==> src/rtl/cascade_irq_ctrl.sv <==
module cascade_irq_ctrl #(
  parameter int VEC_W = 8
) (
  input  logic             clk,
  input  logic             rst_n,
  input  logic [15:0]      irq_req_i,
  input  logic [VEC_W-4:0] pri_base_i,
  input  logic [VEC_W-4:0] sec_base_i,
  input  logic             ack_i,
  input  logic             eoi_i,
  output logic             intr_o,
  output logic             vec_valid_o,
  output logic [VEC_W-1:0] vec_o
);
  localparam int NSRC  = 16;
  localparam int NRANK = 15;
  localparam int LINK  = 2;
  localparam int REMAP = 9;
  localparam logic [3:0] NONE = 4'(NRANK);

  // rank -> source: 0,1 primary; 2..9 secondary 8..15; 10..14 primary 3..7
  function automatic logic [3:0] src_of(input int r);
    if (r < LINK)           return 4'(r);
    else if (r < LINK + 8)  return 4'(r + 6);
    else                    return 4'(r - 7);
  endfunction

  logic [NSRC-1:0]  req_q, isr_q, req_map;
  logic [NRANK-1:0] req_rk, isr_rk;
  logic [3:0]       req_top, isr_top, win_src, clr_src;
  logic [NSRC-1:0]  set_mask, clr_mask;
  logic [VEC_W-1:0] vec_new;
  logic             take;

  always_comb begin
    req_map        = irq_req_i;
    req_map[REMAP] = irq_req_i[REMAP] | irq_req_i[LINK];
    req_map[LINK]  = 1'b0;
  end

  for (genvar r = 0; r < NRANK; r++) begin : g_rank
    assign req_rk[r] = req_q[src_of(r)];
    assign isr_rk[r] = isr_q[src_of(r)];
  end

  always_comb begin
    req_top = NONE;
    isr_top = NONE;
    for (int r = NRANK - 1; r >= 0; r--) begin
      if (req_rk[r]) req_top = 4'(r);
      if (isr_rk[r]) isr_top = 4'(r);
    end
  end

  assign intr_o   = req_top < isr_top;
  assign take     = ack_i & intr_o;
  assign win_src  = src_of(int'(req_top));
  assign clr_src  = src_of(int'(isr_top));
  assign set_mask = take ? (NSRC'(1) << win_src) : '0;
  assign clr_mask = (eoi_i && isr_top != NONE) ? (NSRC'(1) << clr_src) : '0;
  assign vec_new  = win_src[3] ? {sec_base_i, win_src[2:0]} : {pri_base_i, win_src[2:0]};

  always_ff @(posedge clk or negedge rst_n) begin
    if (!rst_n) begin
      req_q       <= '0;
      isr_q       <= '0;
      vec_valid_o <= 1'b0;
      vec_o       <= '0;
    end else begin
      req_q       <= req_map;
      isr_q       <= (isr_q & ~clr_mask) | set_mask;
      vec_valid_o <= take;
      vec_o       <= take ? vec_new : '0;
    end
  end
endmodule

==> config.mk <==
export PLATFORM = sky130hd
export DESIGN_NAME = cascade_irq_ctrl
export DESIGN_NICKNAME = d
export VERILOG_FILES = /design/src/rtl/cascade_irq_ctrl.sv
export SDC_FILE = /design/constraint.sdc
export NUM_CORES = 1
export LEC_CHECK = 0
export ABC_AREA = 1
export BUFFER_PORTS_ARGS = -buffer_cell sky130_fd_sc_hd__buf_2
export CORE_AREA = 5 5 75 77
export CTS_BUF_LIST = sky130_fd_sc_hd__clkbuf_2
export DETAILED_ROUTE_END_ITERATION = 7
export DIE_AREA = 0 0 80 82
export PLACE_DENSITY_LB_ADDON = 0.2
export RECOVER_POWER = 25
export SYNTH_ARGS = -nofsm -noshare
export SYNTH_HDL_FRONTEND = slang
export SYNTH_SLANG_ARGS = --single-unit
==> constraint.sdc <==
create_clock -name clk -period 2.9 [get_ports clk]
set_input_delay 0.58 -clock clk [delete_from_list [all_inputs] [get_ports clk]]
set_output_delay 0.58 -clock clk [all_outputs]
set_load 0.005 [all_outputs]
Word-level counts from Yosys, hierarchy flattened --
Index checks and enable logic that the tools add are counted.
Storage, ports and cells: output and inout port bits 10, input bits 30, flip-flop bits (word level) 40, word-level logic and storage cells 60
Cells by class: shifts and indexed selects 2, $add $sub $neg 4, muxes and demuxes 38, bitwise gates (word level) 5, $lt $le $gt $ge 5, reductions and logical operators 1, equal/unequal tests 1
Operator list (count):
- 4-bit two-way mux | 32
- 16-bit two-way mux | 2
- 1-bit by 4-bit left shift with 16-bit output, first input constant | 2
- 16-bit bitwise AND | 1
- 8-bit two-way mux | 2
- 16-bit NOT | 1
- 16-bit bitwise OR | 1
- 4-bit by 3-bit adder with 4-bit output, second input constant | 2
- 4-bit by 2-bit less-than comparator with 1-bit output, second input constant | 2
- 4-bit less-than comparator, second input constant | 2
- 4-bit by 3-bit subtractor with 4-bit output, second input constant | 2
- 4-bit less-than comparator | 1
- 4-bit inequality test, second input constant | 1
- 1-bit two-way mux | 2
- 1-bit bitwise AND | 1
- 1-bit logical AND | 1
- 1-bit bitwise OR | 1

Depth between registers and ports, before layout --
Gate-level depths: netlist (run 1).
depth after elaboration 23, mapped depth 25, mapped depth without buffers 25

Worst setup path before layout (run 1) --
No wires, ideal clock.
path kind flip-flop to output port, from register isr_q[0], to output intr_o, stages on the path, launching flop included 11, data arrival time 1674 ps, path slack 646 ps, required time 2320 ps, path buffers 0, cells stage by stage dfrtp_1 nor2_4 inv_2 nor3_2 inv_2 nor2_2 inv_2 ha_1 a21oi_1 nand2_1 inv_1
Between the ends: cells in the longest elaborated chain, start to end 2
RTL lines:
- start: declaration | RTL line 28 | logic [NSRC-1:0] req_q, isr_q, req_map;
- start signal: assignment | RTL line 71 | isr_q <= (isr_q & ~clr_mask) | set_mask;
- 4-bit two-way mux | RTL line 51 | if (isr_rk[r]) isr_top = 4'(r);
- 4-bit less-than comparator | RTL line 55 | assign intr_o = req_top < isr_top;
- end: declaration | RTL line 11 | output logic intr_o,
No other way between the ends.

Worst setup path after layout (run 1) --
from register isr_q[1], to output intr_o
Between the ends: cells in the longest elaborated chain, start to end 3
RTL lines (RTL line):
- 4-bit two-way mux (2 in series) | 51
- 4-bit less-than comparator | 55
No other way between the ends.

==> results summary, run 1 <==
The run finished, with violations left. The final reports fail on capacitance limit, slew limit. STA classifies the critical path startpoint as a flop. The number of global-route vias before repair is 1977.

The synthesis-to-layout area growth came out at 18.3%. The top achievable clock speed came out at 357 MHz. The cell count after placement is between 400 and 500.

In the synthesized netlist the dominant register cell turns out to be dfrtp_1. The summed instance area of the synthesized netlist came out at around 2300 um^2. The total wire length after detailed routing is around 4700 um. The number of failing hold endpoints at the final stage is 0. In the post-synthesis netlist, the biggest area contributors are dfrtp_1 (43%), nand2_1 (19%), inv_1 (7.6%). The DRC violation count after routing is 0. The count of buffers added on input and output ports is 39.

Setup repair after global routing could not meet its margin everywhere. The area of the die came out at around 6600 um^2. Routability-driven placement finished with a final weighted congestion of 0.865. STA classifies the critical path endpoint as a primary output.

The total overflow left after global routing is 0. The floorplan step defined a core boundary enclosing slightly below 5000 um^2. The count of routing violations after the opening detailed-route iteration came out at just over 60. The type of the worst min-delay path is in -> reg. By instance count, the leading cell after synthesis is nand2_1. In this run, synthesis produced a sequential element count of 39. The post-synthesis sequential area ratio came out at 43.0%. The analysis attributes to cell leakage a power of ~1.4 nW.

Clock tree synthesis selected as its root buffer the cell clkbuf_2. The measured slew at the worst slew-check pin came out at just under 2 ns. The number of buffers inserted during clock tree synthesis came out at 5. In this run the most used layer during global routing was met2. The die outline height is between 80 and 90 um. The top fanout value on the critical path came out at 3.

In the final design database the tool counted between 400 and 500 nets. The clock period minus final worst setup slack came out at ~2.8 ns. The antenna diode instance count came out at 0. VDD sags by at most roughly 0.00028 V.

The net count of the mapped netlist came out at approximately 350. The clock tree from TritonCTS is built. The clock passes through at most 2 buffers.

The count of flip-flops with a built-in enable after synthesis came out at 0. The detailed-route wire length per cell came out at ~11 um. The yosys synthesis warning count came out at 0.

The wire-length estimate of the detail-placed layout is approximately 3700 um. The per-instance average area after synthesis came out at approximately 7.2 um^2. The post-synthesis cell count came out at 313. The register-to-register setup slack is around 0.35 ns. After routing, the total negative slack on setup checks comes to 0 ns. After filler insertion, the fill cell instance count of the layout stands at between 500 and 600.

The number of nets with antenna violations after detailed routing came out at 0. The width of the die is 80 um. The H-tree was split into 2 levels. The final standard cell count with taps included and fillers excluded is about 430. The clock net in this run drives a total of 39 sinks.

The worst reg-to-reg path cell count is 24. The first global-routing pass estimated ~8300 um of wire. The first detailed-routing pass ran for 4 iterations. The top cell type's share of synthesized area is 43.0%. Of all cell types, the one taking the most synthesized area is dfrtp_1. The number of max-slew violations in the final report is 40. The site row count is 26. The number of setup violations in the final report came out at 0. The via count came out at ~2000.

The async set-reset flop share out of synthesis came out at between 90% and 100%. The startpoint identified for the worst register-to-register timing path is req_q[6]. The endpoint identified for the worst register-to-register timing path is isr_q[1]. The post-route netlist has a little under a quarter of its cells at a drive strength greater than 1. The insertion delay to the later sink of the worst-skew pair came out at ~0.4 ns. The most critical setup path has its endpoint at intr_o. The number of distinct standard cells referenced by the synthesized netlist is 25. The power per cell area came out at between 700 and 800 nW/um^2. Once the floorplan was initialized, standard cells occupied a little under half of the core. The pin count of the biggest net entering global routing is 40. The final critical path takes up between 90 and 100% of the cycle.

For the final database, setup skew stands at about 0.019 ns. The worst relative slew slack is -30.7%. The initial antenna violation count was 0. The met3 track demand over resource is between 3 and 4%. Sorting the synthesized cells by how often they occur yields nand2_1 (112), inv_1 (46), dfrtp_1 (39), nor2_1 (23), nand3_1 (20). The data arrival time of the critical path is approximately 2.2 ns.

In the routed layout, each cell is associated on average with a via count of between 4 and 5. The post-layout total power is between 2 and 2.5 mW. The required arrival time at the worst endpoint came out at around 2.3 ns. Clock-pin slew was measured on the worst setup and hold paths at 0.20 ns. The overall track demand over capacity in global routing is 16.1%.

During I/O placement, the number of pins put on the boundary was 40. The routing usage on met2 is between 20% and 30%. The critical path is of the reg -> out type. Max-cap violations in this run came to 1. The most critical setup path has its startpoint at isr_q[1]. The met1 demand-to-capacity share in global routing is a little under 20%.
-- sequential cells by signal, summed over array words and instances (netlist names) --
register / flops
vec_o: 8
vec_valid_o: 1
isr_q: 15
req_q: 15
-- per-layer routing --
metal	part of all wire, %	wire length (um)
met4	1.1	53
met2	49	2330
met1	46	2160
met3	3.6	169
met5	0	0
-- stage by stage --
| step | hold WS [ns] | util, % | setup WS [ns] | instance area [um^2] |
|---|---|---|---|---|
| floorplan | 0.284 | - | 0.646 | 2270 |
| finish | 0.275 | 54.3 | 0.0968 | 2680 |
| global placement | 0.475 | 51.2 | 0.341 | 2530 |
| CTS | 0.266 | 52.2 | 0.00880 | 2580 |
| detailed placement | 0.498 | 51.2 | 0.324 | 2530 |
| global route | 0.220 | 54.3 | -0.136 | 2680 |
-- cells by family after synthesis --
group                    after synthesis  share of synthesized area [%]
adder cells (fa/ha/maj)                9                           4.97
flip-flops                            39                           43.0
buffers and inverters                 57                           9.66
XOR/XNOR                               2                          0.773
AND/OR/NAND/NOR                      169                           32.0
AO/OA/AOI/OAI                         37                           9.55
-- how the worst min path moves through the flow --
stage	startpoint	end	slack, ns	cells past startpoint
4_1_cts	irq_req_i[5]	req_q[5]	0.27	1
3_3_place_gp	isr_q[14]	isr_q[14]	0.48	2
5_1_grt	irq_req_i[3]	req_q[3]	0.22	1
6_report	irq_req_i[5]	req_q[5]	0.28	1
3_5_place_dp	isr_q[6]	isr_q[6]	0.50	2
2_1_floorplan	rst_n	isr_q[0]	0.28	0
-- report_power, final --
| group | total (mW) | switching, mW | leakage, nW | internal, mW |
|---|---|---|---|---|
| logic | 1.08 | 0.686 | 0.916 | 0.395 |
| clock network | 0.227 | 0.169 | 0.0281 | 0.0581 |
| registers | 0.720 | 0.0751 | 0.491 | 0.645 |
| total | 2.03 | 0.930 | 1.44 | 1.10 |
-- cells in the final DEF (no fill, tap or decap), drive strengths merged, types with 2 or more instances in the layout --
cell and count:
a21oi 14, o21ai 21, nand4 3, nor3 3
inv 53, clkinv 2, nor2 27, nand2 114
xor2 2, ha 9, dfrtp 39, buf 45
nand3 21, clkbuf 7
-- what timing repair did --
action	in CTS	in global routing
setup endpoints to repair	1	5
hold buffers	0	0
setup buffers	0	7
gates resized for setup	3	14
pin swaps	0	5
-- final cells by class --
type                       instances  area, um^2  area share [%]
clock buffer                       6        30.0            1.12
timing repair buffer              46         246            9.19
inverter                          53         201            7.51
sequential                        39         977            36.4
multi-input combinational        217        1130            42.2
clock inverter                     2        7.51           0.280
tap                               70        87.6            3.26
-- worst max-delay path: stages, from the launching register on --
cell     delay, ns
dfrtp_1       0.47
nor2_4        0.15
inv_2         0.05
nor3_4        0.26
inv_2         0.07
nor2_4        0.14
inv_4         0.05
ha_4          0.26
nand2_1       0.05
inv_2         0.05
nand2_2       0.07
nand2_1       0.06
inv_1         0.03
buf_2         0.11
(Power assumes the default switching activity.)
==> inputs of run 2 (changes only) <==
--- a/config.mk
+++ b/config.mk
@@ -9,8 +9,9 @@
 export BUFFER_PORTS_ARGS = -buffer_cell sky130_fd_sc_hd__buf_2
-export CORE_AREA = 5 5 75 77
+export CELL_PAD_IN_SITES_DETAIL_PLACEMENT = 2
+export CELL_PAD_IN_SITES_GLOBAL_PLACEMENT = 2
+export CORE_AREA = 5 5 91 93
 export CTS_BUF_LIST = sky130_fd_sc_hd__clkbuf_2
 export DETAILED_ROUTE_END_ITERATION = 7
-export DIE_AREA = 0 0 80 82
+export DIE_AREA = 0 0 96 98
 export PLACE_DENSITY_LB_ADDON = 0.2
-export RECOVER_POWER = 25
 export SYNTH_ARGS = -nofsm -noshare
--- a/constraint.sdc
+++ b/constraint.sdc
@@ -3,2 +3,2 @@
 set_output_delay 0.58 -clock clk [all_outputs]
-set_load 0.005 [all_outputs]
+set_load 0.01 [all_outputs]
==> run 2 against run 1 <==
- global-route usage shrank 0.45 points
- via count grew 8.4%
- final cell count grew 11%
- non-clock buffer count grew 14
- critical path depth grew 2
- clock power grew 45%
- die area grew 43%
- power grew 22%
- largest power group unchanged
- combinational power grew 32%
- clock-buffer cell count shrank 1
- routed wire length grew 44%
- the flow now finishes without violations
==> results summary, run 2 (synthesis results as in run 1) <==
The count of nets after finishing came to 415 (+3.5%). The total number of clock tree sinks is 39 (unchanged). The clock transition at the registers of the reported paths came out at 0.21 ns (about the same).

The most common library cell in the layout ignoring fill and taps is nand2_1. The initial antenna violation count came out at 0 (unchanged). The root buffer cell chosen for the clock tree is clkbuf_2.

The library cells used most frequently in the layout, excluding fill and tap cells, are nand2_1 (104), inv_1 (46), buf_2 (39), dfrtp_1 (38), buf_4 (21). The signal on the critical path passes through nor2_1 -> o21ai_0 -> nand3_1 -> nand2_1 -> nand2_1 -> nand3_1 -> nand2_2 -> buf_4 -> ha_1 -> nand2_2 -> nand2_2 -> nand2_2 -> nand2_1 -> inv_1 -> buf_2. The global route total overflow came out at 0 (unchanged). The number of max-slew violations in the final report is 0 (-100%).

The area of the die is 9410 um^2 (+43%). The detailed-routing iteration count for the pre-antenna-repair pass was 4 (unchanged). The synthesis-to-layout area growth is 27.2%. The worst ir drop on vdd came to 0.000228 V (-19%). The pin count of the biggest net entering global routing was 40 (unchanged). The ratio of cells with drive above 1 in the final layout is 29.4% (+6.0 points). The ratio of routed vias to standard cells is 4.61 (-2.0%).

The class of the most critical setup path is reg -> out. The initial cell density of the core is 30.4% (-15 points). The run finished with clean final reports. The antenna diode instance count is 0 (unchanged). The deepest clock path buffer count came to 2 (unchanged). The power per cell area is 860 nW/um^2 (+14%). The placed wire-length estimate after detailed placement came to 5400 um (+45%).

The site row count is 32 (+23%). The data arrival time of the critical path came to 2.26 ns (+0.04 ns). The global placement routability congestion came to 0.786 (-9.2%). The wire length of the first global-routing pass is 11700 um (+41%).

The core box area came out at 7450 um^2 (+51%). On the critical path, the stage with the largest delay is an instance of dfrtp_1. The number of failing hold endpoints at the final stage came out at 0 (unchanged). The cell family contributing the most delay on the critical path is simple AND/OR/NAND/NOR gates. The worst relative slew slack was 42.9% (+74 points). The number of I/O pins was 40 (unchanged). The worst clock skew on the final layout is 0.0272 ns (+0.00805 ns). The number of nets with antenna violations after detailed routing is 0 (unchanged).

The worst setup path is launched from a flop. The insertion delay to the later sink of the worst-skew pair is 0.38 ns (about the same). In the final layout, the registers with the most flip-flops are isr_q (15), req_q (15), vec_o (8). The most numerous cell type found on the critical path is nand2_2.

The number of H-tree levels came out at 2 (unchanged). The via count is 2207 (+8.4%). The number of buffer and inverter instances along the worst setup path came to 3 (-3). The number of violations of the max-capacitance limit is 0 (-1). The required arrival time at the worst endpoint is 2.32 ns (about the same). The number of global-route vias before repair is 2464 (+25%). The static leakage came out at 1.53 nW (+6.3%). The top fanout value on the critical path is 2 (-1). The total wire length after detailed routing is 6790 um (+44%).

The detailed-route wire length per cell is 14.2 um (+30%). The number of buffer cells added on primary ports is 39 (unchanged). TritonCTS built the clock tree. The number of buffers inserted during clock tree synthesis came out at 5 (unchanged). STA classifies the critical path endpoint as a primary output.

The die outline height came out at 98 um (+20%). The top achievable clock speed came out at 353 MHz (-1.2%). The utilization after layout came out at 38.7% (-16 points). The tightest min-delay check is of the in -> async type.

The final period utilization came out at 97.8% (+1.2 points). The DRC violation count after routing was 0 (unchanged). The width of the die was 96 um (+20%). The measured slew at the worst slew-check pin is 0.857 ns (-1.10 ns). The clock period minus final worst setup slack was 2.84 ns (+0.0334 ns). The number of setup violations in the final report is 0 (unchanged). The count of routing violations after the opening detailed-route iteration came to 40 (-35%). The overall track demand over capacity in global routing came out at 15.6% (-0.45 points). The longest individual stage delay on the worst path is 0.44 ns (-0.03 ns). The total negative setup slack is 0 ns (unchanged). Setup repair after global routing could not meet its margin everywhere.
[run 2: cell count changes in the layout (fill, tap and decap cells not counted), sizes merged]
cell    previous run  this run
buf               45        60
clkbuf             7         5
bufinv             0         1
[run 2: path summary, 6_finish.rpt]
kind                                    start         to  cells past startpoint  slack [ns]
max in group asynchronous               rst_n   isr_q[0]                      1        2.06
worst max-delay path                 isr_q[3]     intr_o                     15        0.06
min in group clk                irq_req_i[12]  req_q[12]                      1        0.29
worst max register to register       isr_q[4]   isr_q[0]                     23        0.29
worst min-delay path                    rst_n   vec_o[5]                      1        0.26
worst min register to register      isr_q[15]  isr_q[15]                      2        0.52
[run 2: area by class of cell]
cell class	count	area (um^2)
Clock buffer	5	25.0
Clock inverter	3	43.8
Fill cell	898	4560
Inverter	53	201
Multi-Input combinational cell	217	1160
Sequential cell	39	977
Tap cell	102	128
Timing Repair Buffer	60	353
[run 2: per-stage QoR]
step / hold slack (ns) / power (mW) / std cells / setup WS (ns) / area (um^2)
after global routing: 0.213 / 2.72 / 479 / -0.170 / 2880
after floorplan: 0.284 / 1.47 / 313 / 0.618 / 2270
after detailed placement: 0.484 / 1.85 / 455 / 0.261 / 2610
final: 0.264 / 2.48 / 479 / 0.0634 / 2880
after global placement: 0.484 / 1.81 / 455 / 0.341 / 2610
after CTS: 0.251 / 2.35 / 474 / 0.00457 / 2790
[run 2: what timing repair did]
item / 4_1_cts / 5_1_grt
setup endpoints to repair: 1 / 12
endpoints found under the hold margin: 0 / 0
pin swaps: 5 / 7
hold buffers: 0 / 0
resized for setup: 9 / 17
buffers inserted: 11 / 5
[run 2: report_power, final]
group / total, mW / switching, mW / internal, mW
sequential: 0.720 / 0.0745 / 0.645
combinational: 1.43 / 0.873 / 0.559
clock: 0.329 / 0.183 / 0.146
total: 2.48 / 1.13 / 1.35
[run 2: layer usage]
metal  GRT usage, %  up-vias  wire length [um]
li1               -     1089                 -
met1           18.4     1086              2800
met2           28.8       24              3760
met3           2.47        8               141
met4           3.94        0                99
met5              0        -                 0
==> inputs of run 3 (changes only) <==
Settings changed: CORE_AREA 5 5 91 93 to 5 5 92 94, CTS_BUF_LIST sky130_fd_sc_hd__clkbuf_2 to sky130_fd_sc_hd__clkbuf_16, DIE_AREA 0 0 96 98 to 0 0 97 99, PLACE_DENSITY set to 0.78, PLACE_DENSITY_LB_ADDON 0.2 to unset.
==> run 3 against run 2 <==
- maximum frequency rose by 2.4%
- utilization fell by 1.6 points
- sequential share of layout area rose by 0.85 points
- clock skew fell by 0.021 ns
- largest cell class unchanged
- largest power group unchanged
==> results summary, run 3 (synthesis results as in run 1) <==
The switching power as a share of total power came out at 42.0% (-3.6 points). The critical path startpoint category is a flop. In this run the most critical hold path is launched from irq_req_i[12]. The number of max-slew violations in the final report was 0 (unchanged). The share of total power in the clock network came out at 25.0% (+12 points). The tree is rooted in a clkbuf_16. The measured slew at the worst slew-check pin came to 0.860 ns (+0.00348 ns). The library cell used most frequently in the layout, excluding fill and tap cells, is nand2_1. The site row count is 32 (unchanged). The global route total overflow came to 0 (unchanged). The ratio of cells with drive above 1 in the final layout came out at 22.3% (-7.1 points). The via count came out at 2130 (-3.5%). The net switching power is 1.04 mW (-7.9%). The detailed-routing iteration count for the pre-antenna-repair pass came to 4 (unchanged).

The worst clock skew on the final layout came out at 0.00569 ns (-0.0215 ns). Traced cell by cell, the critical path runs through nor2_1 -> o21ai_0 -> nand3_1 -> nand2_1 -> nand2_1 -> nand3_1 -> nand2_1 -> inv_1 -> ha_1 -> nand2_1 -> nand2_1 -> nand2_2 -> nand2_1 -> inv_1 -> buf_2. The number of buffer cells added on primary ports came out at 39 (unchanged). The clock period minus final worst setup slack is 2.77 ns (-0.0672 ns). The count of routing violations after the opening detailed-route iteration is 27 (-33%).

The final setup slack of the worst path was 0.131 ns (+0.0672 ns). The portion of total power attributed to sequential cells came to 29.4% (+0.4 points). The global placement routability congestion is 0.761 (-3.2%). The die outline height is 99 um (+1.0%).

The pin count of the biggest net entering global routing came to 40 (unchanged). The deepest clock path buffer count came out at 2 (unchanged). The width of the die came out at 97 um (+1.0%). The power share of the combinational group came out at 45.6% (-12 points). The final instance area is 2810 um^2 (-2.6%). The total number of clock tree sinks came to 39 (unchanged).

The detailed-route wire length per cell is 15.0 um (+5.5%). The clock transition at the registers of the reported paths came out at 0.06 ns (-0.15 ns). The start point of the critical path is req_q[4].

In this design, the critical path's most frequently occurring cell is nand2_1. The top achievable clock speed came out at 361 MHz (+2.4%). The placed wire-length estimate after detailed placement is 5650 um (+4.7%). The area after detailed placement came out at 2610 um^2 (unchanged).

TritonCTS built the clock tree. The worst relative slew slack is 42.7% (-0.23 points). The pre-CTS setup slack is 0.306 ns (+0.0445 ns).

Setup repair after global routing could not meet its margin everywhere. The area of the die is 9600 um^2 (+2.1%). The number of violations of the max-capacitance limit is 0 (unchanged). The core box area came out at 7570 um^2 (+1.6%).

The required arrival time at the worst endpoint is 2.32 ns (about the same). The number of buffer and inverter instances along the worst setup path came out at 3 (unchanged). The initial cell density of the core is 30.0% (-0.48 points). The flow ran to the end, and the final reports show no timing, DRC or antenna violations. The ratio of routed vias to standard cells is 4.58 (-0.58%). The DRC violation count after routing came to 0 (unchanged). The startpoint identified for the worst register-to-register timing path is req_q[6]. Broken down by cell family, the worst path's largest delay share belongs to simple AND/OR/NAND/NOR gates. The static leakage is 1.49 nW (-2.4%).

The total negative setup slack came out at 0 ns (unchanged). The number of global-route vias before repair came out at 2449 (-0.61%). STA classifies the critical path endpoint as a primary output.

The worst ir drop on vdd came out at 0.000425 V (+86%). The number of setup violations in the final report is 0 (unchanged). The total wire length after detailed routing is 6960 um (+2.4%). The antenna diode instance count was 0 (unchanged). The number of I/O pins came out at 40 (unchanged). The post-layout total power was 2.48 mW (about the same). The power per cell area came to 883 nW/um^2 (+2.7%). In the final layout, the registers with the most flip-flops are isr_q (15), req_q (15), vec_o (8). The final period utilization came out at 95.5% (-2.3 points). The data arrival time of the critical path was 2.19 ns (-0.07 ns). From synthesis to final layout, the design area changed by 24.0%. The top fanout value on the critical path came out at 4 (+2). The wire length of the first global-routing pass came to 11400 um (-2.4%). The count of nets after finishing is 401 (-3.4%).

The initial antenna violation count was 0 (unchanged). The setup path with the least slack is of type reg -> out. The cell with the largest stage delay on the worst path is dfrtp_1. The number of H-tree levels was 2 (unchanged). The library cells used most frequently in the layout, excluding fill and tap cells, are nand2_1 (110), inv_1 (46), buf_2 (39), dfrtp_1 (39), nor2_1 (23).

The final hold slack came out at 0.401 ns (+0.138 ns). The overall track demand over capacity in global routing is 14.6% (-1.0 points). The number of buffers inserted during clock tree synthesis came out at 5 (unchanged). The insertion delay to the later sink of the worst-skew pair is 0.28 ns (-0.10 ns). The number of failing hold endpoints at the final stage came to 0 (unchanged). The longest individual stage delay on the worst path came out at 0.40 ns (-0.04 ns). The type of the worst min-delay path is in -> reg.

The internal power component was 1.44 mW (+6.7%). The number of nets with antenna violations after detailed routing is 0 (unchanged).
==> run 3: final timing paths <==
path / end / slack (ns) / cells past startpoint
min reg2reg: isr_q[14] / 0.50 / 2
max in group asynchronous: isr_q[0] / 1.95 / 1
max reg2reg: isr_q[7] / 0.29 / 23
min in group asynchronous: req_q[0] / 0.41 / 1
min: req_q[12] / 0.40 / 1
max: intr_o / 0.13 / 15
==> run 3: worst register-to-register path: stages (launching register included) <==
cell and delay (ns):
dfrtp_1 0.37, inv_1 0.05, nand2_1 0.04, nand2_1 0.05, nand2_1 0.04, nand2_1 0.05, nand2_1 0.05, nand2_1 0.06
nand2_1 0.06, nand2_1 0.07, nand2_1 0.07, nand2_1 0.07, nand2_1 0.06, nand2_1 0.05, nand2_1 0.10, nand2_1 0.15
inv_1 0.06, ha_1 0.19, xor2_1 0.16, nand2_1 0.08, nand3_1 0.21, nor2_1 0.27, nand2_1 0.10, o21ai_1 0.14
==> run 3: area by class of cell <==
cell class	count	area, um^2
clock buffer	5	125
clock inverter	3	43.8
fill	907	4760
inverter	53	199
multi-input combinational	217	1090
sequential	39	976
tap	102	128
timing repair buffer	46	248
==> run 3: power by group through the flow <==
stage | logic (mW) | registers (mW) | clock network [mW]
after floorplan | 0.735 | 0.730 | 0
after global placement | 1.06 | 0.729 | 0
after detailed placement | 1.11 | 0.737 | 0
after CTS | 1.11 | 0.728 | 0.639
after global routing | 1.28 | 0.744 | 0.673
final | 1.13 | 0.730 | 0.621
==> run 3: through the flow <==
step	utilization, %	instances
after floorplan	-	313
after global placement	34.5	455
after detailed placement	34.5	455
after CTS	36.7	463
after global routing	37.1	465
final	37.1	465
==> run 3: timing repair <==
item,CTS,global route
pin swaps,0,2
setup endpoints to repair,1,5
setup buffers,0,2
resized for setup,1,4
hold buffers,0,0
==> run 3: routing by layer <==
layer | wire length, um | vias to the layer above | track usage, %
li1 | - | 1056 | -
met1 | 2710 | 1038 | 14.8
met2 | 3990 | 30 | 30.4
met3 | 187 | 6 | 2.76
met4 | 72 | 0 | 3.35
met5 | 0 | - | 0
